### src/rtl/tmr_stat_pkg.sv
package tmr_stat_pkg;
  typedef enum logic [1:0] {
    MODE_TIMER = 2'd0,
    MODE_PWM1  = 2'd1,
    MODE_PWM2  = 2'd2,
    MODE_CAPT  = 2'd3
  } tmr_mode_e;

  localparam int unsigned AW = 3;
  localparam logic [AW-1:0] ADR_CNT  = 3'd0;
  localparam logic [AW-1:0] ADR_PRD  = 3'd1;
  localparam logic [AW-1:0] ADR_EVA  = 3'd2;
  localparam logic [AW-1:0] ADR_EVB  = 3'd3;
  localparam logic [AW-1:0] ADR_CTRL = 3'd4;
  localparam logic [AW-1:0] ADR_STAT = 3'd5;

  localparam int unsigned CTRL_START_BIT = 2;
  localparam int unsigned CTRL_STOP_BIT  = 3;
  localparam int unsigned N_SLOT = 3;  // period, event A, event B
endpackage

### src/rtl/tmr_counter.sv
module tmr_counter #(
  parameter int unsigned W = 16
) (
  input  logic         clk_i,
  input  logic         rst_ni,
  input  logic         sw_start_i,
  input  logic         sw_stop_i,
  input  logic         trig_i,
  input  logic         cnt_rd_i,
  input  logic [W-1:0] prd_i,
  output logic [W-1:0] cnt_o,
  output logic         run_o,
  output logic         lock_o,
  output logic         match_o
);
  logic [W-1:0] cnt_q;
  logic run_q, oneshot_q, lock_q;
  logic end_single;

  assign match_o    = run_q && (cnt_q == prd_i);
  assign end_single = match_o && oneshot_q && !sw_stop_i && !sw_start_i;

  always_ff @(posedge clk_i or negedge rst_ni) begin
    if (!rst_ni) begin
      cnt_q     <= '0;
      run_q     <= 1'b0;
      oneshot_q <= 1'b0;
    end else if (sw_stop_i) begin
      run_q     <= 1'b0;
      oneshot_q <= 1'b0;
    end else if (sw_start_i) begin
      run_q     <= 1'b1;
      oneshot_q <= 1'b0;
      cnt_q     <= '0;
    end else if (!run_q && trig_i && !lock_q) begin
      run_q     <= 1'b1;
      oneshot_q <= 1'b1;
      cnt_q     <= '0;
    end else if (run_q) begin
      if (cnt_q == prd_i) begin
        cnt_q <= '0;
        if (oneshot_q) begin
          run_q     <= 1'b0;
          oneshot_q <= 1'b0;
        end
      end else begin
        cnt_q <= cnt_q + 1'b1;
      end
    end
  end

  // set wins over read-clear
  always_ff @(posedge clk_i or negedge rst_ni) begin
    if (!rst_ni)         lock_q <= 1'b0;
    else if (end_single) lock_q <= 1'b1;
    else if (cnt_rd_i)   lock_q <= 1'b0;
  end

  assign cnt_o  = cnt_q;
  assign run_o  = run_q;
  assign lock_o = lock_q;

  a_r6_lock_blocks_trig: assert property (@(posedge clk_i) disable iff (!rst_ni)
    lock_q && !run_q && trig_i && !sw_start_i |=> !run_q);
  a_r4_count_step: assert property (@(posedge clk_i) disable iff (!rst_ni)
    run_q && !match_o && !sw_stop_i && !sw_start_i |=> cnt_q == W'($past(cnt_q) + 1'b1));
  a_r4_in_range: assert property (@(posedge clk_i) disable iff (!rst_ni)
    run_q |-> cnt_q <= prd_i);
  a_r5_single_end: assert property (@(posedge clk_i) disable iff (!rst_ni)
    end_single |=> !run_q && lock_q && cnt_q == '0);
endmodule

### src/rtl/tmr_shadow.sv
module tmr_shadow
  import tmr_stat_pkg::*;
#(
  parameter int unsigned W = 16,
  parameter logic [W-1:0] PRD_RST = '1
) (
  input  logic              clk_i,
  input  logic              rst_ni,
  input  logic [N_SLOT-1:0] wr_en_i,
  input  logic [W-1:0]      wdata_i,
  input  logic              upd_req_i,
  input  logic              run_i,
  input  logic              match_i,
  output logic [W-1:0]      prd_o,
  output logic [W-1:0]      eva_o,
  output logic [W-1:0]      evb_o,
  output logic              pend_o
);
  logic [W-1:0] buf_q [N_SLOT];
  logic [W-1:0] act_q [N_SLOT];
  logic pend_q, xfer;

  assign xfer = pend_q && (!run_i || match_i);

  for (genvar g = 0; g < N_SLOT; g++) begin : g_slot
    localparam logic [W-1:0] RV = (g == 0) ? PRD_RST : '0;
    always_ff @(posedge clk_i or negedge rst_ni) begin
      if (!rst_ni) begin
        buf_q[g] <= RV;
        act_q[g] <= RV;
      end else begin
        if (wr_en_i[g]) buf_q[g] <= wdata_i;
        if (xfer)       act_q[g] <= buf_q[g];
      end
    end
  end

  always_ff @(posedge clk_i or negedge rst_ni) begin
    if (!rst_ni)        pend_q <= 1'b0;
    else if (upd_req_i) pend_q <= 1'b1;
    else if (xfer)      pend_q <= 1'b0;
  end

  assign prd_o  = act_q[0];
  assign eva_o  = act_q[1];
  assign evb_o  = act_q[2];
  assign pend_o = pend_q;

  a_r7_req_sets: assert property (@(posedge clk_i) disable iff (!rst_ni)
    upd_req_i |=> pend_q);
  a_r7_stopped_copy: assert property (@(posedge clk_i) disable iff (!rst_ni)
    pend_q && !run_i && !upd_req_i |=> !pend_q);
  a_r10_active_hold: assert property (@(posedge clk_i) disable iff (!rst_ni)
    !pend_q |=> $stable(prd_o) && $stable(eva_o) && $stable(evb_o));
endmodule

### src/rtl/tmr_capture.sv
module tmr_capture #(
  parameter int unsigned W = 16
) (
  input  logic         clk_i,
  input  logic         rst_ni,
  input  logic         en_i,
  input  logic         cap_i,
  input  logic         clr_i,
  input  logic [W-1:0] cnt_i,
  output logic [W-1:0] data_o,
  output logic         flag_o
);
  logic [W-1:0] data_q;
  logic flag_q, hit;

  assign hit = en_i && cap_i;

  always_ff @(posedge clk_i or negedge rst_ni) begin
    if (!rst_ni) begin
      data_q <= '0;
      flag_q <= 1'b0;
    end else if (hit) begin
      data_q <= cnt_i;
      flag_q <= 1'b1;
    end else if (clr_i) begin
      flag_q <= 1'b0;
    end
  end

  assign data_o = data_q;
  assign flag_o = flag_q;

  a_r3_capture_sets: assert property (@(posedge clk_i) disable iff (!rst_ni)
    hit |=> flag_q && data_q == $past(cnt_i));
  a_r3_read_clears: assert property (@(posedge clk_i) disable iff (!rst_ni)
    clr_i && !hit |=> !flag_q);
endmodule

### src/rtl/tmr_stat_unit.sv
module tmr_stat_unit
  import tmr_stat_pkg::*;
#(
  parameter int unsigned W = 16
) (
  input  logic          clk_i,
  input  logic          rst_ni,
  input  logic [AW-1:0] bus_addr_i,
  input  logic          bus_rd_i,
  input  logic          bus_wr_i,
  input  logic [W-1:0]  bus_wdata_i,
  output logic [W-1:0]  bus_rdata_o,
  input  logic          trig_i,
  input  logic          cap_a_i,
  input  logic          cap_b_i,
  input  logic          upd_req_i
);
  localparam int unsigned SW = 8;

  tmr_mode_e mode_q;
  logic [W-1:0] cnt, prd, eva, evb, cap_a_d, cap_b_d;
  logic run, lock, match, pend, cap_a_f, cap_b_f;
  logic capt, flag_a, flag_b, sw_start, sw_stop, ctrl_wr;
  logic [N_SLOT-1:0] buf_wr;
  logic [SW-1:0] stat;

  assign capt     = (mode_q == MODE_CAPT);
  assign ctrl_wr  = bus_wr_i && (bus_addr_i == ADR_CTRL);
  assign sw_start = ctrl_wr && bus_wdata_i[CTRL_START_BIT];
  assign sw_stop  = ctrl_wr && bus_wdata_i[CTRL_STOP_BIT];
  assign buf_wr   = {bus_wr_i && (bus_addr_i == ADR_EVB),
                     bus_wr_i && (bus_addr_i == ADR_EVA),
                     bus_wr_i && (bus_addr_i == ADR_PRD)};

  always_ff @(posedge clk_i or negedge rst_ni) begin
    if (!rst_ni)      mode_q <= MODE_TIMER;
    else if (ctrl_wr) mode_q <= tmr_mode_e'(bus_wdata_i[1:0]);
  end

  tmr_counter #(.W(W)) u_cnt (
    .clk_i, .rst_ni,
    .sw_start_i(sw_start), .sw_stop_i(sw_stop), .trig_i,
    .cnt_rd_i(bus_rd_i && (bus_addr_i == ADR_CNT)),
    .prd_i(prd), .cnt_o(cnt), .run_o(run), .lock_o(lock), .match_o(match)
  );

  tmr_shadow #(.W(W)) u_shd (
    .clk_i, .rst_ni, .wr_en_i(buf_wr), .wdata_i(bus_wdata_i), .upd_req_i,
    .run_i(run), .match_i(match),
    .prd_o(prd), .eva_o(eva), .evb_o(evb), .pend_o(pend)
  );

  tmr_capture #(.W(W)) u_cap_a (
    .clk_i, .rst_ni, .en_i(capt), .cap_i(cap_a_i),
    .clr_i(bus_rd_i && (bus_addr_i == ADR_EVA)),
    .cnt_i(cnt), .data_o(cap_a_d), .flag_o(cap_a_f)
  );

  tmr_capture #(.W(W)) u_cap_b (
    .clk_i, .rst_ni, .en_i(capt), .cap_i(cap_b_i),
    .clr_i(bus_rd_i && (bus_addr_i == ADR_EVB)),
    .cnt_i(cnt), .data_o(cap_b_d), .flag_o(cap_b_f)
  );

  assign flag_a = capt ? cap_a_f : (cnt >= eva);
  assign flag_b = capt ? cap_b_f : (cnt >= evb);
  assign stat   = {run, lock, flag_b, flag_a, 3'b000, pend};

  always_comb begin
    case (bus_addr_i)
      ADR_CNT:  bus_rdata_o = cnt;
      ADR_PRD:  bus_rdata_o = prd;
      ADR_EVA:  bus_rdata_o = capt ? cap_a_d : eva;
      ADR_EVB:  bus_rdata_o = capt ? cap_b_d : evb;
      ADR_CTRL: bus_rdata_o = {{(W-2){1'b0}}, mode_q};
      ADR_STAT: bus_rdata_o = {{(W-SW){1'b0}}, stat};
      default:  bus_rdata_o = '0;
    endcase
  end

  a_r8_stat_write_inert: assert property (@(posedge clk_i) disable iff (!rst_ni)
    bus_wr_i && bus_addr_i == ADR_STAT && !upd_req_i && !pend |=> !pend);
endmodule

### config.mk
export PLATFORM = sky130hd
export DESIGN_NAME = tmr_stat_unit
export DESIGN_NICKNAME = d
export VERILOG_FILES = /design/src/rtl/tmr_stat_pkg.sv /design/src/rtl/tmr_counter.sv /design/src/rtl/tmr_shadow.sv /design/src/rtl/tmr_capture.sv /design/src/rtl/tmr_stat_unit.sv
export SDC_FILE = /design/constraint.sdc
export NUM_CORES = 1
export LEC_CHECK = 0
export BUFFER_PORTS_ARGS = -buffer_cell sky130_fd_sc_hd__buf_4
export CAP_MARGIN = 0
export CORE_UTILIZATION = 40
export CTS_CLUSTER_SIZE = 14
export DETAILED_ROUTE_END_ITERATION = 8
export HOLD_SLACK_MARGIN = 0.12
export PLACE_DENSITY = 0.61
export SYNTH_ARGS = -nofsm -noshare
export SYNTH_HDL_FRONTEND = slang
export SYNTH_HIERARCHICAL = 1
export SYNTH_SLANG_ARGS = --single-unit
### constraint.sdc
create_clock -name clk_i -period 2.7 [get_ports clk_i]
set_input_delay 0.135 -clock clk_i [delete_from_list [all_inputs] [get_ports clk_i]]
set_output_delay 0.135 -clock clk_i [all_outputs]
set_load 0.01 [all_outputs]
==> results.rst <==
.. list-table::
   :header-rows: 1

   * - Metric
     - Value
   * - Number of fill cells in the layout
     - 1,722
   * - Final count of negative-setup-slack endpoints
     - 0
   * - Final number of hold-violating endpoints
     - 0
   * - Total of buffers placed on input and output ports
     - 42
   * - Vias per cell
     - 5.33
   * - Critical path startpoint
     - u_cnt/cnt_o[1]$_DFFE_PN0P_
   * - Share of async-settable or async-resettable flops after synthesis
     - 100%
   * - Remaining number of nets flagged by the antenna check after routing
     - 0
   * - Fraction of the cycle the final worst path needs
     - 96.0%
   * - Post-DR wirelength/cell
     - 20.3 um
   * - Initial Utilization
     - 41.1%
   * - First-iteration detailed-routing DRC count
     - 297
   * - Most common cell in the netlist
     - sky130_fd_sc_hd__dfrtp_1
   * - First-pass GRT wire length
     - 32,400 um
   * - Min cycle time layout
     - 2.59 ns
   * - Final max-slew violation count
     - 0
   * - Router iterations before antenna repair
     - 7
   * - Power Dens Cells
     - 941 nW/um^2
   * - Die W
     - 144 um
   * - Placed cell count
     - 957
   * - Fmax
     - 0.386 GHz
   * - Max-slew headroom
     - 46.3%
   * - Clk Latency, worst-skew pair
     - 0.43 ns
   * - Final WL
     - 20,500 um
   * - Non-filler cells in the finished layout
     - 1,012
   * - Slowest stage cell on the critical path
     - sky130_fd_sc_hd__dfrtp_2
   * - Clock transition time at the flip-flop clock pins of the worst setup and hold paths
     - 0.06 ns
   * - Unrepaired setup endpoints after global routing
     - false
   * - Share of post-route cells with drive strength above 1
     - 36.8%
   * - DR DRC count
     - 0
   * - Clock sinks
     - 152
   * - Total power
     - 9070 uW
   * - Clock buffer depth
     - 2
   * - Required @ worst endpoint
     - 2.57 ns
   * - Synth cell types
     - 55
   * - Top cells by count, synth
     - sky130_fd_sc_hd__dfrtp_1, sky130_fd_sc_hd__mux2_2, sky130_fd_sc_hd__inv_1, sky130_fd_sc_hd__ha_1, sky130_fd_sc_hd__dfstp_2
   * - Clk_skew
     - 0.00550 ns
   * - Total nets after synthesis
     - 714
   * - Startpoint of the lowest-slack register-to-register path
     - u_cnt/cnt_o[1]$_DFFE_PN0P_
   * - Vias after detailed routing
     - 5,396
   * - Area of the core
     - 19,600 um^2
   * - Library cell appearing most often on the critical path
     - sky130_fd_sc_hd__buf_4
   * - Number of flip-flops and latches in the synthesized netlist
     - 152
   * - Number of rows in the core area
     - 51
   * - Net count, final
     - 794
   * - Cts bufs inserted
     - 17
   * - Clk root buf
     - sky130_fd_sc_hd__clkbuf_16
   * - Depth of the worst register-to-register path
     - 8
   * - Largest cells by area after synthesis
     - sky130_fd_sc_hd__dfrtp_1, sky130_fd_sc_hd__mux2_2, sky130_fd_sc_hd__dfstp_2
   * - DP Wirelength
     - 14,100 um
   * - Class of the most critical setup path
     - flop to primary output
   * - Maximum resistive drop on vdd
     - 460 uV
   * - Arrival time reported for the critical path endpoint
     - 2.46 ns
   * - Register-to-register setup slack
     - 0.13 ns
   * - TritonCTS clock tree
     - yes
   * - Hold Path Depth
     - 3
   * - Gr ovfl total
     - 0
   * - Result of the run
     - finished, final reports clean
   * - Area of placed instances
     - 8690 um^2
   * - Layout area overhead
     - 19.9%
   * - Max stage delay on crit path
     - 0.46 ns
   * - Finished layout cell area
     - 9640 um^2
   * - Largest net degree at the start of global routing
     - 86
   * - Largest area contributor in the synthesized netlist
     - sky130_fd_sc_hd__dfrtp_1
   * - Critical path capture point type
     - primary output
   * - Number of max-cap violations
     - 0
   * - Synth Cell Area
     - 8040 um^2
   * - Die Outline Area
     - 20,700 um^2
   * - Type of origin of the critical path
     - flop
   * - Final-layout worst hold slack
     - 0.219 ns
   * - Largest fanout of any net on the critical path
     - 7
   * - Vias in the first global route
     - 5,669
   * - Synthesized instance count
     - 654
   * - H-Tree Level Count
     - 4
   * - Capture instance of the worst register-to-register path
     - u_shd/evb_o[10]$_DFFE_PN0P_
   * - Weighted congestion at the end of routability-driven global placement
     - 0.814
   * - Synth Flop Type
     - sky130_fd_sc_hd__dfrtp_1
   * - Kind of path behind the tightest hold check
     - input port to flop
   * - Static Leak
     - 0.00443 uW
   * - Per-instance average area after synthesis
     - 12.3 um^2
   * - Worst setup path endpoint
     - bus_rdata_o[4]
   * - Synth warn
     - 6
   * - Number of enable flip-flop cells after synthesis
     - 0
   * - Portion of synthesized cell area occupied by the leading cell type
     - 37.3%
   * - I/O pin count
     - 43
   * - Cell-by-cell listing of the critical path
     - ha_1 -> a2111oi_4 -> nor4b_4 -> buf_4 -> nor4_4 -> o22ai_2 -> buf_4
   * - Y dimension of the die
     - 144 um
   * - Sequential fraction of the synthesis area
     - 47.8%
   * - Initial antenna violation count
     - 0
   * - Overall Global Routing Usage
     - 21.4%
   * - Worst-margin pin slew
     - 0.805 ns
   * - Antenna fix cells
     - 0
==> layout make-up <==
cell class / count / area [um^2] / share of cell area (%)
flip-flops and latches: 152 / 3850 / 39.9
inverters: 48 / 183 / 1.90
clock buffers: 21 / 460 / 4.78
multi-input cells: 426 / 3910 / 40.6
repair buffers: 89 / 732 / 7.59
clock inverters: 11 / 171 / 1.78
well taps: 265 / 332 / 3.44
==> metrics by stage <==
step / util [%] / setup TNS, ns / worst slack (ns)
final: 49.2 / 0 / 0.107
after global placement: 44.4 / 0 / 0.182
after CTS: 48.8 / -0.0117 / -0.0117
after global routing: 49.2 / 0 / 0.00507
after detailed placement: 44.4 / 0 / 0.183
after floorplan: - / 0 / 0.606
==> worst min-delay path by stage <==
stage                 start                       endpoint  slack [ns]
detailed placement   rst_ni     u_shd/evb_o[6]$_DFFE_PN0P_        0.26
CTS                 cap_a_i     u_cap_a/flag_o$_DFFE_PN0P_        0.20
global route        cap_a_i     u_cap_a/flag_o$_DFFE_PN0P_        0.22
floorplan            rst_ni          mode_q[0]$_DFFE_PN0P_       -0.16
global placement     rst_ni  u_cap_b/data_o[6]$_DFFE_PN0P_        0.24
finish              cap_a_i     u_cap_a/flag_o$_DFFE_PN0P_        0.22
==> placed cells by master, fill, tap and decap left out, drive strengths merged, types with 10 or more instances in the layout <==
| cell | count |
|---|---|
| inv | 48 |
| dfrtp | 120 |
| nand4 | 10 |
| buf | 70 |
| clkbuf | 21 |
| mux2 | 132 |
| dlygate4sd3 | 19 |
| nor2 | 29 |
| nand2 | 33 |
| xor2 | 19 |
| mux2i | 31 |
| o21ai | 27 |
| nor3 | 10 |
| a21oi | 18 |
| dfstp | 32 |
| ha | 33 |
==> kinds of logic after synthesis <==
family,share of synthesized area (%)
mux,24.6
compound gates,6.71
flops,47.8
simple gates,8.07
buf+inv,4.95
fa+ha+maj,5.13
xor+xnor,2.72
==> sequential cells by signal, summed over array words and instances (netlist names) <==
register and flops:
u_shd/prd_o 16, u_cnt/run_o 1, u_cnt/cnt_o 16, u_cap_a/flag_o 1
u_cnt/oneshot_q 1, u_shd/buf_q 48, u_shd/eva_o 16, mode_q 2
u_cap_a/data_o 16, u_shd/pend_o 1, u_shd/evb_o 16, u_cnt/lock_o 1
u_cap_b/flag_o 1, u_cap_b/data_o 16
==> what timing repair did <==
| item | 4_1_cts | 5_1_grt |
|---|---|---|
| gates cloned | 0 | 0 |
| endpoints found under the setup margin | 2 | 2 |
| hold endpoints to repair | 117 | 0 |
| setup buffers | 0 | 4 |
| hold buffers | 19 | 0 |
| pin swaps | 1 | 5 |
| resized for setup | 10 | 8 |
==> critical path: cells and delay by family (launching register included) <==
family                     cells  cell delay [ns]
DFF                            1             0.46
and+or+nand+nor                2             0.31
buffers and inverters          2             0.35
adders and majority gates      1             0.35
AOI/OAI and AO/OA              2             0.56
==> power breakdown <==
part / total, uW / leakage, uW / internal (uW) / switching (uW)
combinational: 2760 / 0.00229 / 1410 / 1350
clock: 2540 / 0.000303 / 1600 / 940
sequential: 3770 / 0.00184 / 3130 / 642
total: 9070 / 0.00443 / 6140 / 2930
==> routing by layer <==
metal,vias up,global-route usage [%],part of all wire [%]
met5,-,0,0
met4,0,10.1,3.0
li1,2490,-,-
met3,37,3.90,3.5
met1,2749,27.3,45
met2,120,35.0,49
Note: power is estimated with default switching activity, not from simulation.
